File: src/rtl/alu_pkg.sv
package alu_pkg;

  typedef enum logic [3:0] {
    OP_ADD = 4'd0,
    OP_SUB = 4'd1,
    OP_CMP = 4'd2,
    OP_AND = 4'd3,
    OP_OR  = 4'd4,
    OP_XOR = 4'd5,
    OP_MOV = 4'd6,
    OP_LSH = 4'd7,
    OP_LUI = 4'd8
  } alu_op_e;

  localparam int OP_W   = 4;
  localparam int FLAG_W = 5;

  // Bit positions inside the condition register.
  localparam int FB_Z = 0;
  localparam int FB_N = 1;
  localparam int FB_C = 2;
  localparam int FB_L = 3;
  localparam int FB_F = 4;

endpackage

File: src/rtl/alu_addsub.sv
module alu_addsub #(
  parameter int W = 16
) (
  input  logic [W-1:0] a,
  input  logic [W-1:0] b,
  output logic [W-1:0] sum,
  output logic [W-1:0] diff,
  output logic         carry,
  output logic         borrow,
  output logic         ovf_add,
  output logic         ovf_sub,
  output logic         eq,
  output logic         lt_u,
  output logic         lt_s
);

  function automatic logic [W:0] widen_add(input logic [W-1:0] x, input logic [W-1:0] y);
    return {1'b0, x} + {1'b0, y};
  endfunction

  function automatic logic [W:0] widen_sub(input logic [W-1:0] x, input logic [W-1:0] y);
    return {1'b0, x} - {1'b0, y};
  endfunction

  function automatic logic sgn_ovf_add(input logic [W-1:0] x, input logic [W-1:0] y,
                                       input logic [W-1:0] r);
    return (x[W-1] == y[W-1]) && (r[W-1] != x[W-1]);
  endfunction

  function automatic logic sgn_ovf_sub(input logic [W-1:0] x, input logic [W-1:0] y,
                                       input logic [W-1:0] r);
    return (x[W-1] != y[W-1]) && (r[W-1] != x[W-1]);
  endfunction

  logic [W:0] add_full;
  logic [W:0] sub_full;

  always_comb begin
    add_full = widen_add(a, b);
    sub_full = widen_sub(a, b);
    sum      = add_full[W-1:0];
    diff     = sub_full[W-1:0];
    carry    = add_full[W];
    borrow   = sub_full[W];
    ovf_add  = sgn_ovf_add(a, b, add_full[W-1:0]);
    ovf_sub  = sgn_ovf_sub(a, b, sub_full[W-1:0]);
    eq       = (sub_full[W-1:0] == '0);
    lt_u     = sub_full[W];
    lt_s     = sub_full[W-1] ^ ovf_sub;
  end

endmodule

File: src/rtl/alu_logic.sv
module alu_logic #(
  parameter int W     = 16,
  parameter int IMM_W = 8
) (
  input  logic [3:0]       op,
  input  logic [W-1:0]     a,
  input  logic [W-1:0]     b_zx,
  input  logic [W-1:0]     b_sx,
  input  logic [IMM_W-1:0] imm,
  output logic [W-1:0]     y
);
  import alu_pkg::*;

  localparam int LOW_W = W - IMM_W;

  logic [W-1:0] upper_val;
  assign upper_val = {imm, {LOW_W{1'b0}}};

  always_comb begin
    case (alu_op_e'(op))
      OP_AND:  y = a & b_zx;
      OP_OR:   y = a | b_zx;
      OP_XOR:  y = a ^ b_zx;
      OP_MOV:  y = b_sx;
      OP_LUI:  y = upper_val;
      default: y = '0;
    endcase
  end

endmodule

File: src/rtl/alu_shift.sv
module alu_shift #(
  parameter int W = 16
) (
  input  logic [W-1:0] a,
  input  logic [W-1:0] amt,
  output logic [W-1:0] y,
  output logic         going_right
);

  function automatic logic [W-1:0] step_left(input logic [W-1:0] x);
    return {x[W-2:0], 1'b0};
  endfunction

  function automatic logic [W-1:0] step_right(input logic [W-1:0] x);
    return {1'b0, x[W-1:1]};
  endfunction

  assign going_right = amt[W-1];
  assign y           = going_right ? step_right(a) : step_left(a);

endmodule

File: src/rtl/alu_flag_reg.sv
module alu_flag_reg
  import alu_pkg::*;
(
  input  logic              clk,
  input  logic              rst_n,
  input  logic              upd_cf,
  input  logic              upd_zln,
  input  logic              nxt_c,
  input  logic              nxt_f,
  input  logic              nxt_z,
  input  logic              nxt_l,
  input  logic              nxt_n,
  output logic [FLAG_W-1:0] q
);

  always_ff @(posedge clk or negedge rst_n) begin
    if (!rst_n) begin
      q <= '0;
    end else begin
      if (upd_cf) begin
        q[FB_C] <= nxt_c;
        q[FB_F] <= nxt_f;
      end
      if (upd_zln) begin
        q[FB_Z] <= nxt_z;
        q[FB_L] <= nxt_l;
        q[FB_N] <= nxt_n;
      end
    end
  end

endmodule

File: src/rtl/flag_alu.sv
module flag_alu #(
  parameter int W     = 16,
  parameter int IMM_W = 8
) (
  input  logic             clk,
  input  logic             rst_n,
  input  logic [3:0]       op,
  input  logic             use_imm,
  input  logic [IMM_W-1:0] imm,
  input  logic [W-1:0]     src_val,
  input  logic [W-1:0]     dst_val,
  input  logic             flag_wr_en,
  output logic [W-1:0]     result,
  output logic             wb_en,
  output logic [4:0]       flags
);
  import alu_pkg::*;

  localparam int EXT_W = W - IMM_W;

  // Operand extension: variant picked by relative widths.
  logic [W-1:0] imm_sx;
  logic [W-1:0] imm_zx;
  generate
    if (EXT_W > 0) begin : g_ext
      assign imm_sx = {{EXT_W{imm[IMM_W-1]}}, imm};
      assign imm_zx = {{EXT_W{1'b0}}, imm};
    end else begin : g_noext
      assign imm_sx = imm[W-1:0];
      assign imm_zx = imm[W-1:0];
    end
  endgenerate

  logic [W-1:0] opnd_sx;
  logic [W-1:0] opnd_zx;
  assign opnd_sx = use_imm ? imm_sx : src_val;
  assign opnd_zx = use_imm ? imm_zx : src_val;

  // Named decode events.
  alu_op_e opc;
  logic    is_add, is_sub, is_cmp, is_arith, op_known;
  logic    upd_cf, upd_zln;
  assign opc      = alu_op_e'(op);
  assign is_add   = (opc == OP_ADD);
  assign is_sub   = (opc == OP_SUB);
  assign is_cmp   = (opc == OP_CMP);
  assign is_arith = is_add | is_sub | is_cmp;
  assign op_known = (op <= 4'(OP_LUI));
  assign upd_cf   = flag_wr_en & (is_add | is_sub);
  assign upd_zln  = flag_wr_en & is_cmp;

  // Arithmetic unit.
  logic [W-1:0] as_sum, as_diff;
  logic as_carry, as_borrow, as_ovf_add, as_ovf_sub, as_eq, as_lt_u, as_lt_s;

  alu_addsub #(.W(W)) u_addsub (
    .a       (dst_val),
    .b       (opnd_sx),
    .sum     (as_sum),
    .diff    (as_diff),
    .carry   (as_carry),
    .borrow  (as_borrow),
    .ovf_add (as_ovf_add),
    .ovf_sub (as_ovf_sub),
    .eq      (as_eq),
    .lt_u    (as_lt_u),
    .lt_s    (as_lt_s)
  );

  // Bitwise, move and load-upper.
  logic [W-1:0] lg_y;
  alu_logic #(.W(W), .IMM_W(IMM_W)) u_logic (
    .op   (op),
    .a    (dst_val),
    .b_zx (opnd_zx),
    .b_sx (opnd_sx),
    .imm  (imm),
    .y    (lg_y)
  );

  // Single-step shifter.
  logic [W-1:0] sh_y;
  logic         sh_right;
  alu_shift #(.W(W)) u_shift (
    .a           (dst_val),
    .amt         (opnd_sx),
    .y           (sh_y),
    .going_right (sh_right)
  );

  // Condition register.
  logic cf_c, cf_f;
  assign cf_c = is_sub ? as_borrow  : as_carry;
  assign cf_f = is_sub ? as_ovf_sub : as_ovf_add;

  logic [FLAG_W-1:0] flag_q;
  alu_flag_reg u_flags (
    .clk     (clk),
    .rst_n   (rst_n),
    .upd_cf  (upd_cf),
    .upd_zln (upd_zln),
    .nxt_c   (cf_c),
    .nxt_f   (cf_f),
    .nxt_z   (as_eq),
    .nxt_l   (as_lt_u),
    .nxt_n   (as_lt_s),
    .q       (flag_q)
  );
  assign flags = flag_q;

  // Result selection.
  always_comb begin
    case (opc)
      OP_ADD:                                 result = as_sum;
      OP_SUB:                                 result = as_diff;
      OP_LSH:                                 result = sh_y;
      OP_AND, OP_OR, OP_XOR, OP_MOV, OP_LUI:  result = lg_y;
      default:                                result = '0;
    endcase
  end

  assign wb_en = op_known & ~is_cmp;

  // Decode signals kept visible for debug; fold into an unused sink.
  logic unused_dbg;
  assign unused_dbg = ^{is_arith, sh_right};

endmodule

File: config.mk
export PLATFORM = sky130hd
export DESIGN_NAME = flag_alu
export DESIGN_NICKNAME = d
export VERILOG_FILES = /design/src/rtl/alu_pkg.sv /design/src/rtl/alu_addsub.sv /design/src/rtl/alu_logic.sv /design/src/rtl/alu_shift.sv /design/src/rtl/alu_flag_reg.sv /design/src/rtl/flag_alu.sv
export SDC_FILE = /design/constraint.sdc
export NUM_CORES = 1
export LEC_CHECK = 0
export ABC_AREA = 1
export BUFFER_PORTS_ARGS = -buffer_cell sky130_fd_sc_hd__buf_2
export CAP_MARGIN = 0
export CORE_UTILIZATION = 45
export CTS_CLUSTER_DIAMETER = 200
export DETAILED_ROUTE_END_ITERATION = 16
export HOLD_SLACK_MARGIN = 0.1
export PLACE_DENSITY = 0.67
export SYNTH_ARGS = -nofsm -noshare
export SYNTH_HDL_FRONTEND = slang
export SYNTH_SLANG_ARGS = --single-unit
File: constraint.sdc
create_clock -name clk -period 5.5 [get_ports clk]
set_input_delay 1.1 -clock clk [delete_from_list [all_inputs] [get_ports clk]]
set_output_delay 1.1 -clock clk [all_outputs]
set_load 0.01 [all_outputs]
==> results of run 1 <==
-- layout make-up --
cell class,count,area (sq um),area share [%]
multi-input cells,517,2990,71.0
flip-flops and latches,5,125,2.97
inverters,136,513,12.2
clock buffers,4,45.0,1.07
repair buffers,78,413,9.80
well taps,102,128,3.03
-- worst reg2reg max path: cells and delay by family, from the launching register on --
family          cells  cell delay, ns
compound gates      1            0.13
simple gates        1            0.28
flops               1            0.36
-- per-layer routing --
layer / up-vias / global-route usage, %
met5: - / 0
met4: 0 / 10.5
met2: 313 / 53.7
li1: 2307 / -
met3: 30 / 4.27
met1: 2137 / 50.8
-- cells by family after synthesis --
family | after synthesis | synth area share, %
AND/OR/NAND/NOR | 321 | 37.0
buffers and inverters | 149 | 16.2
adder cells (fa/ha/maj) | 62 | 21.5
XOR/XNOR | 5 | 1.18
multiplexers | 2 | 0.606
flip-flops | 5 | 3.36
AO/OA/AOI/OAI | 127 | 20.2
-- cells in the final DEF (no fill, tap or decap), types with 2 or more instances in the layout --
| cell type | count |
|---|---|
| sky130_fd_sc_hd__inv_1 | 127 |
| sky130_fd_sc_hd__a21oi_2 | 5 |
| sky130_fd_sc_hd__o2111ai_1 | 3 |
| sky130_fd_sc_hd__a211oi_1 | 2 |
| sky130_fd_sc_hd__o211ai_1 | 5 |
| sky130_fd_sc_hd__a221oi_1 | 5 |
| sky130_fd_sc_hd__a21oi_1 | 44 |
| sky130_fd_sc_hd__nor2_4 | 2 |
| sky130_fd_sc_hd__o21ai_1 | 7 |
| sky130_fd_sc_hd__nor2_2 | 3 |
| sky130_fd_sc_hd__nand4_1 | 9 |
| sky130_fd_sc_hd__inv_2 | 7 |
| sky130_fd_sc_hd__ha_1 | 59 |
| sky130_fd_sc_hd__buf_2 | 69 |
| sky130_fd_sc_hd__nor2_1 | 52 |
| sky130_fd_sc_hd__mux2_2 | 2 |
| sky130_fd_sc_hd__nor3_1 | 10 |
| sky130_fd_sc_hd__or2_2 | 3 |
| sky130_fd_sc_hd__o21bai_1 | 3 |
| sky130_fd_sc_hd__clkbuf_8 | 3 |
| sky130_fd_sc_hd__nand2_2 | 4 |
| sky130_fd_sc_hd__fa_1 | 3 |
| sky130_fd_sc_hd__o31ai_1 | 2 |
| sky130_fd_sc_hd__nand3_1 | 52 |
| sky130_fd_sc_hd__buf_4 | 9 |
| sky130_fd_sc_hd__dfrtp_1 | 5 |
| sky130_fd_sc_hd__xor2_1 | 4 |
| sky130_fd_sc_hd__nor4_1 | 4 |
| sky130_fd_sc_hd__o22ai_1 | 15 |
| sky130_fd_sc_hd__nand2_1 | 178 |
| sky130_fd_sc_hd__o21ai_0 | 30 |
| sky130_fd_sc_hd__nand3_2 | 2 |
-- where the power goes --
part	total (mW)	internal (mW)	switching (mW)
clock	0.0685	0.0498	0.0187
combinational	0.470	0.157	0.313
sequential	0.0482	0.0450	0.00316
-- path summary, 6_finish.rpt --
path / start / cells past startpoint / endpoint
min in group asynchronous: rst_n / 1 / u_flags.q[2]
max in group asynchronous: rst_n / 1 / u_flags.q[1]
min: u_flags.q[3] / 1 / u_flags.q[3]
max reg2reg: u_flags.q[4] / 2 / u_flags.q[4]
min reg2reg: u_flags.q[3] / 1 / u_flags.q[3]
max: use_imm / 18 / result[15]
-- through the flow --
stage / utilization, % / instance area [sq um] / hold WS, ns / setup slack [ns] / power (mW)
global placement: 53.1 / 4170 / 0.470 / 0.391 / 0.502
global route: 53.7 / 4220 / 0.510 / 0.0751 / 0.642
finish: 53.7 / 4220 / 0.493 / 0.260 / 0.587
detailed placement: 53.1 / 4170 / 0.487 / 0.273 / 0.504
floorplan: - / 3720 / 0.516 / 0.722 / 0.356
CTS: 53.7 / 4220 / 0.495 / 0.280 / 0.576
==> impl_metrics.yaml, run 1 <==
die:
  die_h_microns: 92.9
  ioPinCount: 70
  floorplan.initialDensity_pct: 47.4
  std_cell_rows: 32
  floorplan.die_area_sq_um: 8630
  die_width_microns: 92.9
  coreArea_sq_um: 7850
placement:
  place_hpwl_microns: 12200
  post-place-cells: 838
  io_buffer_count: 69
  place.gp.congestion: 0.986
sta:
  setup_viol: 0
  period_needed_ns: 5.24
  report.final.slew_viol_count: 0
  fin_tns_setup_ns: 0
  max_clock_freq_mhz: 191
  timing_hold_violations_final: 0
  worst_slew_pin_slew_ns: 1.08
  worst_slew_margin_rel_pct: 27.8
  fin_crit_sh_pct: 95.3
  fin_worst_skew_ns: 0
  grt_setup_unrepaired: "no"
setup_path:
  worstPathCellList: "buf_2 -> buf_4 -> nand2_1 -> o21ai_1 -> ha_1 -> nor2_2 -> nand3_1 -> nand3_2 -> nand2_1 -> nand2_1 -> nand2_2 -> nand2_1 -> a21oi_1 -> fa_1 -> o21ai_0 -> nor4_1 -> o21ai_1 -> buf_2"
  end_kind: "output pin"
  crit_arrival_ns: 4.14
  worst-endpoint-required_ns: 4.40
  cell_at_the_slowest_stage_of_the_critical_path: "sky130_fd_sc_hd__fa_1"
  critPathTopFamily: "simple AND/OR/NAND/NOR gates"
  worst-r2r-setup-slack_ns: 4.62
  timing.critical_path.from_type: "input pin"
  worst-setup-path-type: "input pin to output pin"
  cp_max_fo: 13
  path_buf_inv: 3
  path_common_cell: "sky130_fd_sc_hd__nand2_1"
  cpPeakStageDelay_ns: 0.54
routing:
  drc: 0
  maxUsedRoutingLayer: "met4"
  antenna_left: 0
  met2_length_microns: 6290
  post_drt_via_cell_ratio: 5.69
  wirelength_met1_microns: 6470
  avgRoutedWirePerCell_microns: 17.5
  drt_pre_antenna_iters: 6
  met3_length_microns: 1670
  detailedRoute.firstIterationViolations: 418
  total_wirelength_microns: 14800
  num_vias: 4787
yosys:
  synth.distinct_cells: 43
  netlist.area_leader.share_pct: 19.9
  synth_largest_area_cell: "sky130_fd_sc_hd__ha_1"
  netlist_top_cells_area: "sky130_fd_sc_hd__ha_1 (20%), sky130_fd_sc_hd__nand2_1 (18%), sky130_fd_sc_hd__inv_1 (13%)"
  mappedNetlistArea_sq_um: 3720
  synthesis.yosys.warnings: 0
  ys_ff_latch: 5
  yosysSeqAreaShare_pct: 3.36
  synth_nets: 781
  syn_avg_cell_area_sq_um: 5.54
  async_flop_share_pct: 100
  syn_inst: 671
  synth_common_cells: "sky130_fd_sc_hd__nand2_1 (178), sky130_fd_sc_hd__inv_1 (127), sky130_fd_sc_hd__ha_1 (59), sky130_fd_sc_hd__nand3_1 (52), sky130_fd_sc_hd__nor2_1 (52)"
  synth.most_common_cell: "sky130_fd_sc_hd__nand2_1"
  synth-main-ff-cell: "sky130_fd_sc_hd__dfrtp_1"
  number_of_synthesized_flops_with_an_enable_pin: 0
global_routing:
  grt_use_total_pct: 35.1
  grt_start_max_net_pins: 29
  grt_overflow_total: 0
  grt_antenna_before_repair: 0
  vias_in_the_first_global_route: 4574
  grt_first_pass_wirelength_microns: 23500
power_and_ir_drop:
  leakagePower_nw: 2.49
  peakVddDrop_uv: 177
  power_per_cell_area_nw_per_um2: 139
layout:
  final_layout_size_suffix_gt1_share_pct: 15.1
  regMostFlops: "u_flags.q"
  largest_register_ff_count: 5
  layout_top_registers: "u_flags.q (5)"
  area_growth_syn_to_layout_pct: 13.4
  final_cells: 842
  final_net_count: 851
  insertedDiodeCount: 0
  layout.filler_cells: 907
flow_run:
  max_capacitance_violation_count: 0
clocking:
  clk_path_buf_depth: 2
  number_of_buffers_created_by_cts: 3
  clock_sink_count: 5
  path_clk_slew_ns: 0.03
  worst_skew_pair_latency_ns: 0.22
  post-cts-setup-buffer-count: 0
  postCtsHoldBufs: 0
  cts_tree: "built"
  cts_repair_resize_count: 0
  cts-root-buf: "sky130_fd_sc_hd__clkbuf_8"
  ctsHtreeMaxLevel: 1
run_status:
  run_status: "completed"
worst_hold_path:
  worst_hold_path_type: "flip-flop to flip-flop"
(Power assumes the default switching activity.)
==> run 2: changes to the inputs <==
REMOVE_ABC_BUFFERS = 1   (was default)
SKIP_CTS_REPAIR_TIMING = 1   (was default)
==> run 2 against run 1 <==
Compared with the run above:
- combinational power about the same
- power about the same
- via count is essentially flat
- largest cell class unchanged
==> impl_metrics.yaml, run 2 (same netlist as run 1, synthesis figures left out) <==
sta:
  worst_slew_margin_rel_pct: 51.7
  grt_setup_unrepaired: "no"
  timing_hold_violations_final: 0
  report.final.slew_viol_count: 0
  setup_viol: 0
  period_needed_ns: 5.29
  finalWorstSetupSlack_ns: 0.213
  fin_tns_setup_ns: 0
  fin_crit_sh_pct: 96.1
  max_clock_freq_mhz: 189
  finalHoldWorstSlack_ns: 0.492
  fin_worst_skew_ns: 0
  worst_slew_pin_slew_ns: 0.723
routing:
  num_vias: 4790
  avgRoutedWirePerCell_microns: 17.1
  post_drt_via_cell_ratio: 5.70
  total_wirelength_microns: 14400
  drt_pre_antenna_iters: 5
  detailedRoute.firstIterationViolations: 562
  antenna_left: 0
  drc: 0
power_and_ir_drop:
  power_per_cell_area_nw_per_um2: 139
  peakVddDrop_uv: 199
  leakagePower_nw: 2.48
  power.total_uw: 587
die:
  die_h_microns: 92.9
  floorplan.initialDensity_pct: 47.4
  ioPinCount: 70
  coreArea_sq_um: 7850
  std_cell_rows: 32
  die_width_microns: 92.9
  floorplan.die_area_sq_um: 8630
layout:
  insertedDiodeCount: 0
  area_growth_syn_to_layout_pct: 13.4
  largest_register_ff_count: 5
  regArea_sq_um: 125
  final_common_cell: "sky130_fd_sc_hd__nand2_1"
  regMostFlops: "u_flags.q"
  layout.filler_cells: 862
  final_net_count: 850
  highest_count_cells_in_the_layout_ignoring_fill_and_taps: "sky130_fd_sc_hd__nand2_1 (177), sky130_fd_sc_hd__inv_1 (127), sky130_fd_sc_hd__buf_2 (68)"
  layout_top_registers: "u_flags.q (5)"
  final_layout_size_suffix_gt1_share_pct: 15.4
  multiInputGateArea_sq_um: 3000
setup_path:
  cell_at_the_slowest_stage_of_the_critical_path: "sky130_fd_sc_hd__fa_1"
  cpPeakStageDelay_ns: 0.53
  cp_max_fo: 14
  timing.critical_path.from_type: "input pin"
  worstPathCellList: "clkbuf_4 -> buf_4 -> nor2_1 -> nor2_1 -> ha_1 -> nand2_1 -> inv_1 -> nand2_1 -> nor2_1 -> nand2_1 -> nand2_1 -> nand2_2 -> nand2_1 -> a21oi_1 -> fa_1 -> o21ai_0 -> nor4_1 -> o21ai_1 -> buf_2"
  end_kind: "output pin"
  crit_arrival_ns: 4.19
  crit-reg2reg-launch: "u_flags.q[4]"
  path_common_cell: "sky130_fd_sc_hd__nand2_1"
  worst-setup-path-type: "input pin to output pin"
  worst-endpoint-required_ns: 4.40
  critical_path.startpoint: "use_imm"
clocking:
  cts-root-buf: "sky130_fd_sc_hd__clkbuf_8"
  worst_skew_pair_latency_ns: 0.22
  ctsHtreeMaxLevel: 1
  clock_sink_count: 5
  clk_path_buf_depth: 2
  cts_tree: "built"
  number_of_buffers_created_by_cts: 3
  path_clk_slew_ns: 0.04
worst_hold_path:
  timing.hold.worst.start: "u_flags.q[2]"
  worst_hold_path_type: "flip-flop to flip-flop"
global_routing:
  grt_overflow_total: 0
  grt_antenna_before_repair: 0
  vias_in_the_first_global_route: 4532
  grt_start_max_net_pins: 28
  grt_use_total_pct: 34.1
  grt_first_pass_wirelength_microns: 22900
placement:
  io_buffer_count: 69
  dp_worst_setup_slack_ns: 0.225
  place_hpwl_microns: 11900
  place.gp.congestion: 0.991
run_status:
  run_status: "completed"
flow_run:
  max_capacitance_violation_count: 0
run 2: report_power, final:
part | internal (mW) | total (mW) | switching, mW
Clock | 0.0498 | 0.0681 | 0.0183
Combinational | 0.156 | 0.469 | 0.313
Sequential | 0.0451 | 0.0493 | 0.00424
Total | 0.251 | 0.587 | 0.336
run 2: cell type report:
cell class                 instances  area share, %
multi-input combinational        517           71.1
inverter                         136           12.2
clock buffer                       4           1.07
tap                              102           3.03
timing repair buffer              77           9.67
sequential                         5           2.97
run 2: worst paths after layout:
kind	end	slack [ns]	cells after the start
max	result[15]	0.21	19
min	u_flags.q[2]	0.49	2
max reg2reg	u_flags.q[4]	4.58	2
min reg2reg	u_flags.q[2]	0.49	2
max in group asynchronous	u_flags.q[1]	4.69	1
min in group asynchronous	u_flags.q[2]	0.68	1
run 2: critical path, delay by kind of cell:
| family | cells | cell delay (ns) |
|---|---|---|
| buffers and inverters | 4 | 0.66 |
| adder cells (fa/ha/maj) | 2 | 0.96 |
| AO/OA/AOI/OAI | 3 | 0.29 |
| AND/OR/NAND/NOR | 10 | 1.16 |
run 2: routing by layer:
layer  share of wire, %  track usage, %  wire length, microns  up-vias
met5                  0               0                     0        -
met4                2.4            12.1                   340        0
met3                8.0            3.69                  1150       40
met2                 44            54.0                  6400      265
met1                 45            47.4                  6530     2176
li1                   -               -                     -     2309
run 2: stage by stage:
| stage | std cells | util, % | instance area [sq um] |
|---|---|---|---|
| floorplan | 658 | - | 3630 |
| global placement | 837 | 53.0 | 4160 |
| detailed placement | 837 | 53.0 | 4160 |
| CTS | 841 | 53.6 | 4210 |
| global route | 841 | 53.7 | 4220 |
| finish | 841 | 53.7 | 4220 |
==> run 3: changes to the inputs <==
CORE_UTILIZATION = 58   (was 45)
PLACE_DENSITY = 0.83   (was 0.67)
==> run 3 against run 2 <==
Compared with the run above:
- wire length decreased by 5.4%
- largest cell class unchanged
- power decreased by 0.89%
- critical path depth decreased by 1
- sequential cell count unchanged
- register-to-register slack improved by 0.03 ns
- combinational power decreased by 0.9%
- utilization increased by 15 points
- via count increased by 1.7%
- clock skew unchanged
==> impl_metrics.yaml, run 3 (same netlist as run 1, synthesis figures left out) <==
run_status:
  run_status: "completed"
global_routing:
  grt_start_max_net_pins: 28
  vias_in_the_first_global_route: 4427
  grt_antenna_before_repair: 0
  grt_use_total_pct: 42.0
  grt_overflow_total: 0
  grt_first_pass_wirelength_microns: 21300
die:
  floorplan.die_area_sq_um: 6740
  std_cell_rows: 28
  floorplan.initialDensity_pct: 61.4
  coreArea_sq_um: 6060
  die_width_microns: 82.1
  ioPinCount: 70
  die_h_microns: 82.1
placement:
  io_buffer_count: 69
  place_hpwl_microns: 11200
  place.gp.congestion: 1.02
sta:
  worst_slew_pin_slew_ns: 1.02
  worst_slew_margin_rel_pct: 31.8
  period_needed_ns: 5.25
  fin_worst_skew_ns: 0
  grt_setup_unrepaired: "no"
  fin_tns_setup_ns: 0
  timing_hold_violations_final: 0
  setup_viol: 0
  max_clock_freq_mhz: 190
  fin_crit_sh_pct: 95.5
  report.final.slew_viol_count: 0
layout:
  layout.filler_cells: 564
  layout_top_registers: "u_flags.q (5)"
  highest_count_cells_in_the_layout_ignoring_fill_and_taps: "sky130_fd_sc_hd__nand2_1 (177), sky130_fd_sc_hd__inv_1 (127), sky130_fd_sc_hd__buf_2 (69)"
  regArea_sq_um: 125
  final_net_count: 849
  insertedDiodeCount: 0
  area_growth_syn_to_layout_pct: 12.4
  final_layout_size_suffix_gt1_share_pct: 15.2
  final_common_cell: "sky130_fd_sc_hd__nand2_1"
  multiInputGateArea_sq_um: 3010
  largest_register_ff_count: 5
  regMostFlops: "u_flags.q"
routing:
  total_wirelength_microns: 13600
  post_drt_via_cell_ratio: 5.99
  antenna_left: 0
  num_vias: 4873
  avgRoutedWirePerCell_microns: 16.8
  drc: 0
  drt_pre_antenna_iters: 6
  detailedRoute.firstIterationViolations: 553
setup_path:
  crit_arrival_ns: 4.15
  worst-endpoint-required_ns: 4.40
  cp_max_fo: 13
  worst-setup-path-type: "input pin to output pin"
  end_kind: "output pin"
  timing.critical_path.from_type: "input pin"
clocking:
  number_of_buffers_created_by_cts: 3
  clock_sink_count: 5
  worst_skew_pair_latency_ns: 0.22
  path_clk_slew_ns: 0.04
  cts-root-buf: "sky130_fd_sc_hd__clkbuf_8"
  clk_path_buf_depth: 2
  ctsHtreeMaxLevel: 1
  cts_tree: "built"
power_and_ir_drop:
  leakagePower_nw: 2.48
  peakVddDrop_uv: 280
  power.total_uw: 582
  power_per_cell_area_nw_per_um2: 139
worst_hold_path:
  worst_hold_path_type: "flip-flop to flip-flop"
flow_run:
  max_capacitance_violation_count: 0
[run 3: cell type report]
cell class	instances	share of cell area [%]
Timing Repair Buffer	76	9.52
Clock buffer	4	1.08
Sequential cell	5	2.99
Multi-Input combinational cell	517	71.9
Inverter	136	12.3
Tap cell	75	2.24
[run 3: critical path, cell delays in order]
cell                      delay (ns)
sky130_fd_sc_hd__buf_2          0.20
sky130_fd_sc_hd__buf_4          0.22
sky130_fd_sc_hd__nand2_1        0.07
sky130_fd_sc_hd__o21ai_1        0.16
sky130_fd_sc_hd__ha_1           0.41
sky130_fd_sc_hd__nor2_2         0.19
sky130_fd_sc_hd__nand3_1        0.14
sky130_fd_sc_hd__nand3_2        0.12
sky130_fd_sc_hd__nand2_1        0.08
sky130_fd_sc_hd__nand2_1        0.09
sky130_fd_sc_hd__nand2_2        0.07
sky130_fd_sc_hd__nand2_1        0.07
sky130_fd_sc_hd__a21oi_1        0.09
sky130_fd_sc_hd__fa_1           0.57
sky130_fd_sc_hd__o21ai_0        0.10
sky130_fd_sc_hd__nor4_1         0.22
sky130_fd_sc_hd__o21ai_1        0.09
sky130_fd_sc_hd__buf_2          0.15
[run 3: path summary, 6_finish.rpt]
check | start | end | slack (ns) | cells past startpoint
hold reg to reg | u_flags.q[0] | u_flags.q[0] | 0.50 | 2
min in group asynchronous | rst_n | u_flags.q[0] | 0.69 | 1
setup reg to reg | u_flags.q[4] | u_flags.q[4] | 4.61 | 2
max in group asynchronous | rst_n | u_flags.q[1] | 4.69 | 1
hold / removal | u_flags.q[0] | u_flags.q[0] | 0.50 | 2
setup / recovery | use_imm | result[15] | 0.25 | 18
[run 3: report_power, final]
group / switching [mW] / internal (mW)
clock: 0.0177 / 0.0497
combinational: 0.309 / 0.156
sequential: 0.00436 / 0.0451
total: 0.331 / 0.250
[run 3: routing by layer]
metal | wire [microns] | track usage, %
met3 | 1620 | 5.11
met4 | 503 | 16.0
met1 | 5540 | 55.4
met5 | 0 | 0
met2 | 5970 | 69.2
[run 3: per-stage QoR]
| stage | instances | area [sq um] | utilization, % | setup WS, ns | hold slack [ns] |
|---|---|---|---|---|---|
| after floorplan | 658 | 3630 | - | 0.872 | 0.516 |
| after global placement | 809 | 4120 | 68.0 | 0.317 | 0.471 |
| after detailed placement | 809 | 4120 | 68.0 | 0.218 | 0.493 |
| after CTS | 813 | 4170 | 68.7 | 0.210 | 0.503 |
| after global routing | 813 | 4180 | 69.0 | 0.00933 | 0.525 |
| final | 813 | 4180 | 69.0 | 0.247 | 0.498 |
